==> config.mk <==
export PLATFORM = sky130hd
export DESIGN_NAME = irq_sr_block
export DESIGN_NICKNAME = d
export VERILOG_FILES = /design/src/rtl/irq_sr_pkg.sv /design/src/rtl/irq_sr_decode.sv /design/src/rtl/irq_sr_enables.sv /design/src/rtl/irq_sr_status.sv /design/src/rtl/irq_sr_softrst.sv /design/src/rtl/irq_sr_block.sv
export SDC_FILE = /design/constraint.sdc
export NUM_CORES = 1
export LEC_CHECK = 0
export BUFFER_PORTS_ARGS = -buffer_cell sky130_fd_sc_hd__buf_2
export CAP_MARGIN = 20
export CORE_ASPECT_RATIO = 0.5
export CORE_MARGIN = 3
export CORE_UTILIZATION = 37
export DETAILED_ROUTE_END_ITERATION = 12
export GPL_TIMING_DRIVEN = 0
export PLACE_DENSITY = 0.87
export SYNTH_ARGS = -nofsm -noshare
export SYNTH_HDL_FRONTEND = slang
export SYNTH_SLANG_ARGS = --single-unit
==> constraint.sdc <==
create_clock -name clk -period 1.3 [get_ports clk]
set_input_delay 0.26 -clock clk [delete_from_list [all_inputs] [get_ports clk]]
set_output_delay 0.26 -clock clk [all_outputs]
set_load 0.005 [all_outputs]
==> src/rtl/irq_sr_pkg.sv <==
// Package irq_sr_pkg
// Shared register offsets, the reset key and the decoded write-strobe type for
// the interrupt collector. Offsets are byte addresses on the register bus.
package irq_sr_pkg;
    localparam int unsigned OFF_GIE  = 32'h1C;
    localparam int unsigned OFF_ISR  = 32'h20;
    localparam int unsigned OFF_IER  = 32'h28;
    localparam int unsigned OFF_SRST = 32'h40;
    localparam int unsigned SRST_KEY = 32'h0000_000A;

    typedef struct packed {
        logic gie_wr;
        logic isr_wr;
        logic ier_wr;
        logic key_hit;
    } reg_strobe_t;
endpackage

==> src/rtl/irq_sr_decode.sv <==
// Module irq_sr_decode
// Decodes bus writes into per-register strobes and checks the soft-reset key.
// Also builds the combinational read view. Assumes DATA_W > NUM_SRC and that
// the offsets fit in ADDR_W bits.
module irq_sr_decode
    import irq_sr_pkg::*;
#(
    parameter int ADDR_W  = 8,
    parameter int DATA_W  = 32,
    parameter int NUM_SRC = 7
) (
    input  logic              wr_en,
    input  logic [ADDR_W-1:0] addr,
    input  logic [DATA_W-1:0] wdata,
    input  logic              gie,
    input  logic [NUM_SRC-1:0] isr,
    input  logic [NUM_SRC-1:0] ier,
    output reg_strobe_t       strobe,
    output logic [DATA_W-1:0] rdata
);
    localparam logic [ADDR_W-1:0] A_GIE  = ADDR_W'(OFF_GIE);
    localparam logic [ADDR_W-1:0] A_ISR  = ADDR_W'(OFF_ISR);
    localparam logic [ADDR_W-1:0] A_IER  = ADDR_W'(OFF_IER);
    localparam logic [ADDR_W-1:0] A_SRST = ADDR_W'(OFF_SRST);
    localparam logic [DATA_W-1:0] KEY    = DATA_W'(SRST_KEY);
    localparam int PAD_W = DATA_W - NUM_SRC;

    // Write strobe decode, including the full-word key comparison
    always_comb begin
        strobe.gie_wr  = wr_en && (addr == A_GIE);
        strobe.isr_wr  = wr_en && (addr == A_ISR);
        strobe.ier_wr  = wr_en && (addr == A_IER);
        strobe.key_hit = wr_en && (addr == A_SRST) && (wdata == KEY);
    end

    // Read mux; reset register and unknown offsets read as zero
    always_comb begin
        case (addr)
            A_GIE:   rdata = {gie, {(DATA_W-1){1'b0}}};
            A_ISR:   rdata = {{PAD_W{1'b0}}, isr};
            A_IER:   rdata = {{PAD_W{1'b0}}, ier};
            default: rdata = '0;
        endcase
    end
endmodule

==> src/rtl/irq_sr_enables.sv <==
// Module irq_sr_enables
// Holds the master interrupt enable and the per-source enable mask. The soft
// reset clears the mask only; the master enable survives it.
module irq_sr_enables #(
    parameter int NUM_SRC = 7
) (
    input  logic               clk,
    input  logic               rst_n,
    input  logic               clr,
    input  logic               gie_wr,
    input  logic               gie_d,
    input  logic               ier_wr,
    input  logic [NUM_SRC-1:0] ier_d,
    output logic               gie,
    output logic [NUM_SRC-1:0] ier
);
    // Master enable register
    always_ff @(posedge clk) begin
        if (!rst_n)      gie <= 1'b0;
        else if (gie_wr) gie <= gie_d;
    end

    // Per-source enable mask; a soft reset empties it
    always_ff @(posedge clk) begin
        if (!rst_n)      ier <= '0;
        else if (clr)    ier <= '0;
        else if (ier_wr) ier <= ier_d;
    end
endmodule

==> src/rtl/irq_sr_status.sv <==
// Module irq_sr_status
// One sticky status bit per event source. Priority per bit: soft-reset clear,
// then event set, then write-one-to-clear. So a set beats a clear in the same
// cycle.
module irq_sr_status #(
    parameter int NUM_SRC = 7
) (
    input  logic               clk,
    input  logic               rst_n,
    input  logic               clr,
    input  logic [NUM_SRC-1:0] evt,
    input  logic               w1c_wr,
    input  logic [NUM_SRC-1:0] w1c_mask,
    output logic [NUM_SRC-1:0] isr
);
    for (genvar i = 0; i < NUM_SRC; i++) begin : g_bit
        // Latch event i, release it on a one written to its position
        always_ff @(posedge clk) begin
            if (!rst_n)                       isr[i] <= 1'b0;
            else if (clr)                     isr[i] <= 1'b0;
            else if (evt[i])                  isr[i] <= 1'b1;
            else if (w1c_wr && w1c_mask[i])   isr[i] <= 1'b0;
        end
    end
endmodule

==> src/rtl/irq_sr_softrst.sv <==
// Module irq_sr_softrst
// Turns a key hit into a reset pulse RST_CYCLES long, starting the next cycle.
// A key hit during a running pulse reloads the count.
module irq_sr_softrst #(
    parameter int RST_CYCLES = 4
) (
    input  logic clk,
    input  logic rst_n,
    input  logic key_hit,
    output logic srst
);
    localparam int CNT_W = $clog2(RST_CYCLES + 1);
    localparam logic [CNT_W-1:0] LOAD = CNT_W'(RST_CYCLES);

    logic [CNT_W-1:0] cnt_q;

    // Down-counter holding the remaining pulse length
    always_ff @(posedge clk) begin
        if (!rst_n)            cnt_q <= '0;
        else if (key_hit)      cnt_q <= LOAD;
        else if (cnt_q != '0)  cnt_q <= cnt_q - 1'b1;
    end

    // Pulse is high while cycles remain
    always_comb srst = (cnt_q != '0);
endmodule

==> src/rtl/irq_sr_block.sv <==
// Module irq_sr_block (top)
// Interrupt collector and keyed soft-reset register block for a serial
// controller. Assumes event pulses are synchronous to clk.
module irq_sr_block
    import irq_sr_pkg::*;
#(
    parameter int ADDR_W     = 8,
    parameter int DATA_W     = 32,
    parameter int NUM_SRC    = 7,
    parameter int RST_CYCLES = 4
) (
    input  logic               clk,
    input  logic               rst_n,
    input  logic               bus_wr_en,
    input  logic [ADDR_W-1:0]  bus_addr,
    input  logic [DATA_W-1:0]  bus_wdata,
    output logic [DATA_W-1:0]  bus_rdata,
    input  logic [NUM_SRC-1:0] evt_i,
    output logic               irq_o,
    output logic               soft_rst_o
);
    reg_strobe_t        strobe;
    logic               gie_q;
    logic [NUM_SRC-1:0] isr_q;
    logic [NUM_SRC-1:0] ier_q;

    irq_sr_decode #(.ADDR_W(ADDR_W), .DATA_W(DATA_W), .NUM_SRC(NUM_SRC)) u_decode (
        .wr_en  (bus_wr_en),
        .addr   (bus_addr),
        .wdata  (bus_wdata),
        .gie    (gie_q),
        .isr    (isr_q),
        .ier    (ier_q),
        .strobe (strobe),
        .rdata  (bus_rdata)
    );

    irq_sr_softrst #(.RST_CYCLES(RST_CYCLES)) u_softrst (
        .clk     (clk),
        .rst_n   (rst_n),
        .key_hit (strobe.key_hit),
        .srst    (soft_rst_o)
    );

    irq_sr_enables #(.NUM_SRC(NUM_SRC)) u_enables (
        .clk    (clk),
        .rst_n  (rst_n),
        .clr    (soft_rst_o),
        .gie_wr (strobe.gie_wr),
        .gie_d  (bus_wdata[DATA_W-1]),
        .ier_wr (strobe.ier_wr),
        .ier_d  (bus_wdata[NUM_SRC-1:0]),
        .gie    (gie_q),
        .ier    (ier_q)
    );

    irq_sr_status #(.NUM_SRC(NUM_SRC)) u_status (
        .clk      (clk),
        .rst_n    (rst_n),
        .clr      (soft_rst_o),
        .evt      (evt_i),
        .w1c_wr   (strobe.isr_wr),
        .w1c_mask (bus_wdata[NUM_SRC-1:0]),
        .isr      (isr_q)
    );

    // Interrupt line: master enable gating any enabled pending source
    always_comb irq_o = gie_q && |(isr_q & ier_q);
endmodule

Yosys cells after proc, flatten, opt, wreduce, memory -nomap -nowiden:

Cells that the tools add are included.

* register bits: 18
* logic and storage cells: 61

* reduce and logical (&&, ||, !) cells: 25
* muxes and demuxes: 17
* equal/unequal tests: 5
* bitwise logic cells: 2
* add/sub/neg operators: 1

Operators by type and width (count)
* case mux 32 bit (3 select lines): 1
* equality test 32 x 4 -> 1 bit, second input constant: 1
* equality test 8 x 6 -> 1 bit, second input constant: 2
* nonzero test 2 bit: 8
* 2-to-1 mux 1 bit: 14
* logical AND 1 bit: 13
* equality test 8 x 5 -> 1 bit, second input constant: 1
* equality test 8 x 7 -> 1 bit, second input constant: 1
* AND 7 bit: 1
* OR reduction 7 bit: 1
* 2-to-1 mux 3 bit: 2
* OR reduction 2 bit: 2
* nonzero test 3 bit: 1
* subtractor 3 x 1 -> 3 bit, second input constant: 1
* inverter 1 bit: 1

Longest topological paths before layout:

* depth in word-level cells: 5
* gate-level depth with buffers: 7
* gate-level depth less buffers: 7

Modules after synthesis:

A second synthesis with hierarchy kept.

* cells, all modules: 137
* area total of the unflattened synthesis: 1197.4 sq um

By module, submodules not included
* irq_sr_decode: seq. area each 0.0 sq um, area an instance 436.7 sq um, cells each 59, times used 1
* irq_sr_enables: seq. area each 160.2 sq um, area an instance 290.3 sq um, cells each 26, times used 1
* irq_sr_status: seq. area each 140.1 sq um, area an instance 267.8 sq um, cells each 29, times used 1
* irq_sr_softrst: seq. area each 60.1 sq um, area an instance 167.7 sq um, cells each 18, times used 1
* irq_sr_block: seq. area each 0.0 sq um, area an instance 35.0 sq um, cells each 5, times used 1

Worst setup path after synthesis:

OpenSTA, ideal clock, no wires.

* path type: register to register
* start: register u_softrst.cnt_q[0]
* end: register u_enables.ier[0]
* cell stages (with the launch flop): 8
* setup time: 0.128 ns
* required time: 1.172 ns
* setup slack: -0.190 ns
* clock period less this slack: 1.490 ns
* arrival time: 1.362 ns
* cells stage by stage: dfxtp_1 inv_1 ha_1 ha_1 clkbuf_1 nand2_1 clkbuf_1 nor2_1

* cells in the longest elaborated chain, start to end: 2

RTL lines
* start, declared: line irq_sr_softrst.sv:15 `logic [CNT_W-1:0] cnt_q;`
* start signal, assigned: line irq_sr_softrst.sv:21 `else if (cnt_q != '0) cnt_q <= cnt_q - 1'b1;`
* nonzero test 3 bit: line irq_sr_softrst.sv:25 `always_comb srst = (cnt_q != '0);`
* OR reduction 2 bit (no line)
* end signal, assigned: line irq_sr_enables.sv:27 `else if (ier_wr) ier <= ier_d;`
* end, declared: line irq_sr_enables.sv:15 `output logic [NUM_SRC-1:0] ier`

No other way between the ends.
A chain may end at the register's enable or synchronous reset.

Worst setup path after layout:

* start: input port bus_addr[6]
* end: output port bus_rdata[1]

* cells in the longest elaborated chain, start to end: 2
* elaborated cells on any way between the ends: 4

RTL lines
* start, declared: line irq_sr_block.sv:15 `input logic [ADDR_W-1:0] bus_addr,`
* equality test 8 x 6 -> 1 bit or equality test 8 x 5 -> 1 bit (tied branches): line irq_sr_decode.sv:38 `case (addr)`
* case mux 32 bit (3 select lines) (*): line irq_sr_decode.sv:38
* end, declared: line irq_sr_block.sv:17 `output logic [DATA_W-1:0] bus_rdata,`

Every way passes the cells marked *; elsewhere a longest branch is shown, timed or not.

==> impl_metrics.yaml <==
synth:
  yosys-top-cells-count: "25 x buf_4, 19 x nor2_1, 18 x dfxtp_1, 11 x nand4_1"
  synth_cell_types: 32
  synthAdderAreaFrac_pct: 3.13
  synth_xor_area_share_pct: 0.731
  synth-simple-area-share_pct: 27.3
  synth_edf_count: 0
  synth_top_area_share_pct: 30.1
  synth.area.top_cells: "dfxtp_1 30%, buf_4 16%, mux2i_1 6.7%, nor2_1 5.9%, nand4_1 5.7%"
  async_flop_share_pct: 0
  syn-cell-area_mm2: 0.00120
  ys_seq_area_share_pct: 30.1
  synth_warnings: 0
  yosysMostFrequentCell: "buf_4"
  syn_inst: 141
  synth_top_area_cell: "dfxtp_1"
  synth_compound_area_share_pct: 12.5
  yosys-mux-area-fraction_pct: 6.68
  synth_top_family_by_area: "simple AND/OR/NAND/NOR gates"
  synth_seq_cells: 18
  synth_area_per_cell_um2: 8.50
  synth_ff_type: "dfxtp_1"
worst_setup_path:
  worst_path_max_delay_cell: "nor4b_4"
  critPathMaxStageDelay_ps: 290
  required_ps: 1040
  worstPathArrival_ps: 1270
  crit_type: "in -> out"
  crit_chain: "buf_8 -> nor4b_4 -> buf_4 -> and2_4 -> a22o_1 -> buf_2"
  critPathMaxFanout: 7
  start_kind: "primary input"
  endpoint_kind: "output port"
clocking:
  cts.path.max_buffers: 2
  clock_sinks: 18
  clkLatencyLatePin_ps: 260
  cts-htree-levels: 1
  cts.clk_slew.worst_paths_ps: 70
  cts_root_buffer: "clkbuf_8"
  numCtsBuffers: 3
  cts_tree: "yes"
power_and_ir_drop:
  p_switching_uw: 766
  power_density_mw_per_mm2: 1160
  cellLeakagePower_nw: 0.989
  pwr-share-seq_pct: 34.5
  p_int_mw: 1.44
  max-vdd-ir-drop_mv: 0.807
  p_total_mw: 2.21
  sw_frac_of_total_pct: 34.7
  combPwrFrac_pct: 44.2
  p_clk_share_pct: 21.3
floorplanning:
  die_area_mm2: 0.00400
  core_mm2: 0.00283
  num_rows: 13
  dieWidth_um: 86.5
  io_pins: 84
  die_h_um: 46.2
  start_util_pct: 42.4
routing:
  drtAntennaViolNets: 0
  drtIter0Drc: 118
  vias: 1458
  viasPerCell: 5.32
  drc: 0
  drtPass1Iterations: 7
  wl_per_cell_um: 16.4
  wirelength_um: 4490
sta:
  max_freq_mhz: 652
  rsz0062_at_grt: "yes"
  finalWorstSetupSlack_ps: -233
  fin_skew_ps: 3.11
  finalCriticalPeriod_ps: 1530
  final.period_utilization_pct: 118
  whs_ps: 210
  maxSlewViolCount: 0
  finalSetupViolations: 14
  hold_violations: 0
status:
  outcome: "finished with violations"
  failed_checks: "negative setup slack"
global_route:
  grt_usage_pct: 19.6
  grt_max_degree: 11
  grt_pass1_wl_um: 5950
  antenna_found_initial: 0
  grt_pass1_vias: 1330
  grt.overflow.total: 0
final_layout:
  syn2layout_area_growth_pct: 57.9
  fin_cells: 274
  finish.net_count: 291
  layout-drive-gt1-share_pct: 52.3
  n_antenna_cell: 0
placed_design:
  dp_hpwl_um: 2870
  place_ws_ps: -571
  gp_congestion: 0.840
  dp_cells: 259
  port_buffers: 58
min_path:
  worstHoldPathType: "in -> reg"
run:
  cap_violations: 0
-- path summary, 6_finish.rpt --
path | startpoint | endpoint | slack (ps) | cells after the start
setup / recovery | bus_addr[6] | bus_rdata[1] | -230 | 6
hold / removal | evt_i[6] | u_status.isr[6] | 210 | 3
setup reg to reg | u_softrst.cnt_q[1] | u_softrst.cnt_q[2] | 20 | 6
hold reg to reg | u_status.isr[6] | u_status.isr[6] | 530 | 2
-- power by group through the flow --
stage | Combinational [mW] | Clock [mW] | Sequential, mW
after detailed placement | 0.639 | 0 | 0.748
after global placement | 0.586 | 0 | 0.738
after floorplan | 0.431 | 0 | 0.723
after global routing | 1.05 | 0.486 | 0.765
final | 0.975 | 0.471 | 0.760
after CTS | 0.813 | 0.461 | 0.750
-- metal layers --
layer	GRT usage, %	wire [um]	up-vias	share of wire [%]
li1	-	-	654	-
met2	39.4	2370	96	53
met1	19.5	1530	679	34
met5	0	0	-	0
met3	4.46	382	29	8.5
met4	10.2	205	0	4.6
-- worst max-delay path, delay by kind of cell --
kind / cells / cell delay (ps)
AO/OA/AOI/OAI: 1 / 160
AND/OR/NAND/NOR: 2 / 480
buffers and inverters: 3 / 370
-- cells by family (layout without fill, tap and decap cells) --
logic type,count (synthesis),after routing
DFF,18,18
other,1,24
adders and majority gates,3,3
and+or+nand+nor,53,53
xor gates and xnor gates,1,1
AOI/OAI and AO/OA,21,21
muxes,8,8
buffers and inverters,36,109
-- flip-flops by register name (all words and copies together) (netlist names) --
name	flops
u_status.isr	7
u_enables.ier	7
u_softrst.cnt_q	3
u_enables.gie	1
-- cells in the final DEF (no fill, tap or decap), types with 2 or more instances in the layout --
master / netlist / layout
a21oi_1: 8 / 8
nand4_1: 11 / 11
dfxtp_1: 18 / 13
nor4_1: 5 / 5
mux2i_1: 8 / 7
inv_1: 7 / 4
inv_2: 0 / 3
buf_2: 1 / 54
conb_1: 1 / 24
clkbuf_8: 0 / 5
a22oi_1: 2 / 2
ha_4: 0 / 2
nor3_1: 4 / 2
buf_4: 25 / 36
dfxtp_2: 0 / 5
a22o_1: 7 / 7
buf_6: 0 / 5
nor2_1: 19 / 18
nor4b_1: 2 / 2
-- layout make-up --
class                   count  area [um^2]
well taps                  37         46.3
fillers                   208          937
multi-input cells         110          768
plain buffers              27          210
inverters                   7         26.3
flip-flops and latches     18          367
repair buffers             71          420
clock buffers               4         55.1
-- metrics by stage --
| step | setup TNS (ps) | util, % | instance area, um^2 |
|---|---|---|---|
| 6_report | -1910 | 66.9 | 1890 |
| 5_1_grt | -2680 | 66.9 | 1890 |
| 4_1_cts | -1950 | 64.7 | 1830 |
| 3_5_place_dp | -9160 | 58.2 | 1650 |
| 3_3_place_gp | -8510 | 58.2 | 1650 |
| 2_1_floorplan | -783 | - | 1310 |
-- repair_timing --
| action | in CTS | in global routing |
|---|---|---|
| resized for setup | 20 | 13 |
| setup buffers | 9 | 4 |
| hold buffers | 0 | 0 |
| pin swaps | 15 | 14 |
| endpoints found under the setup margin | 25 | 25 |
| cloned | 1 | 0 |
No activity file was read; power rests on OpenSTA's default activity.
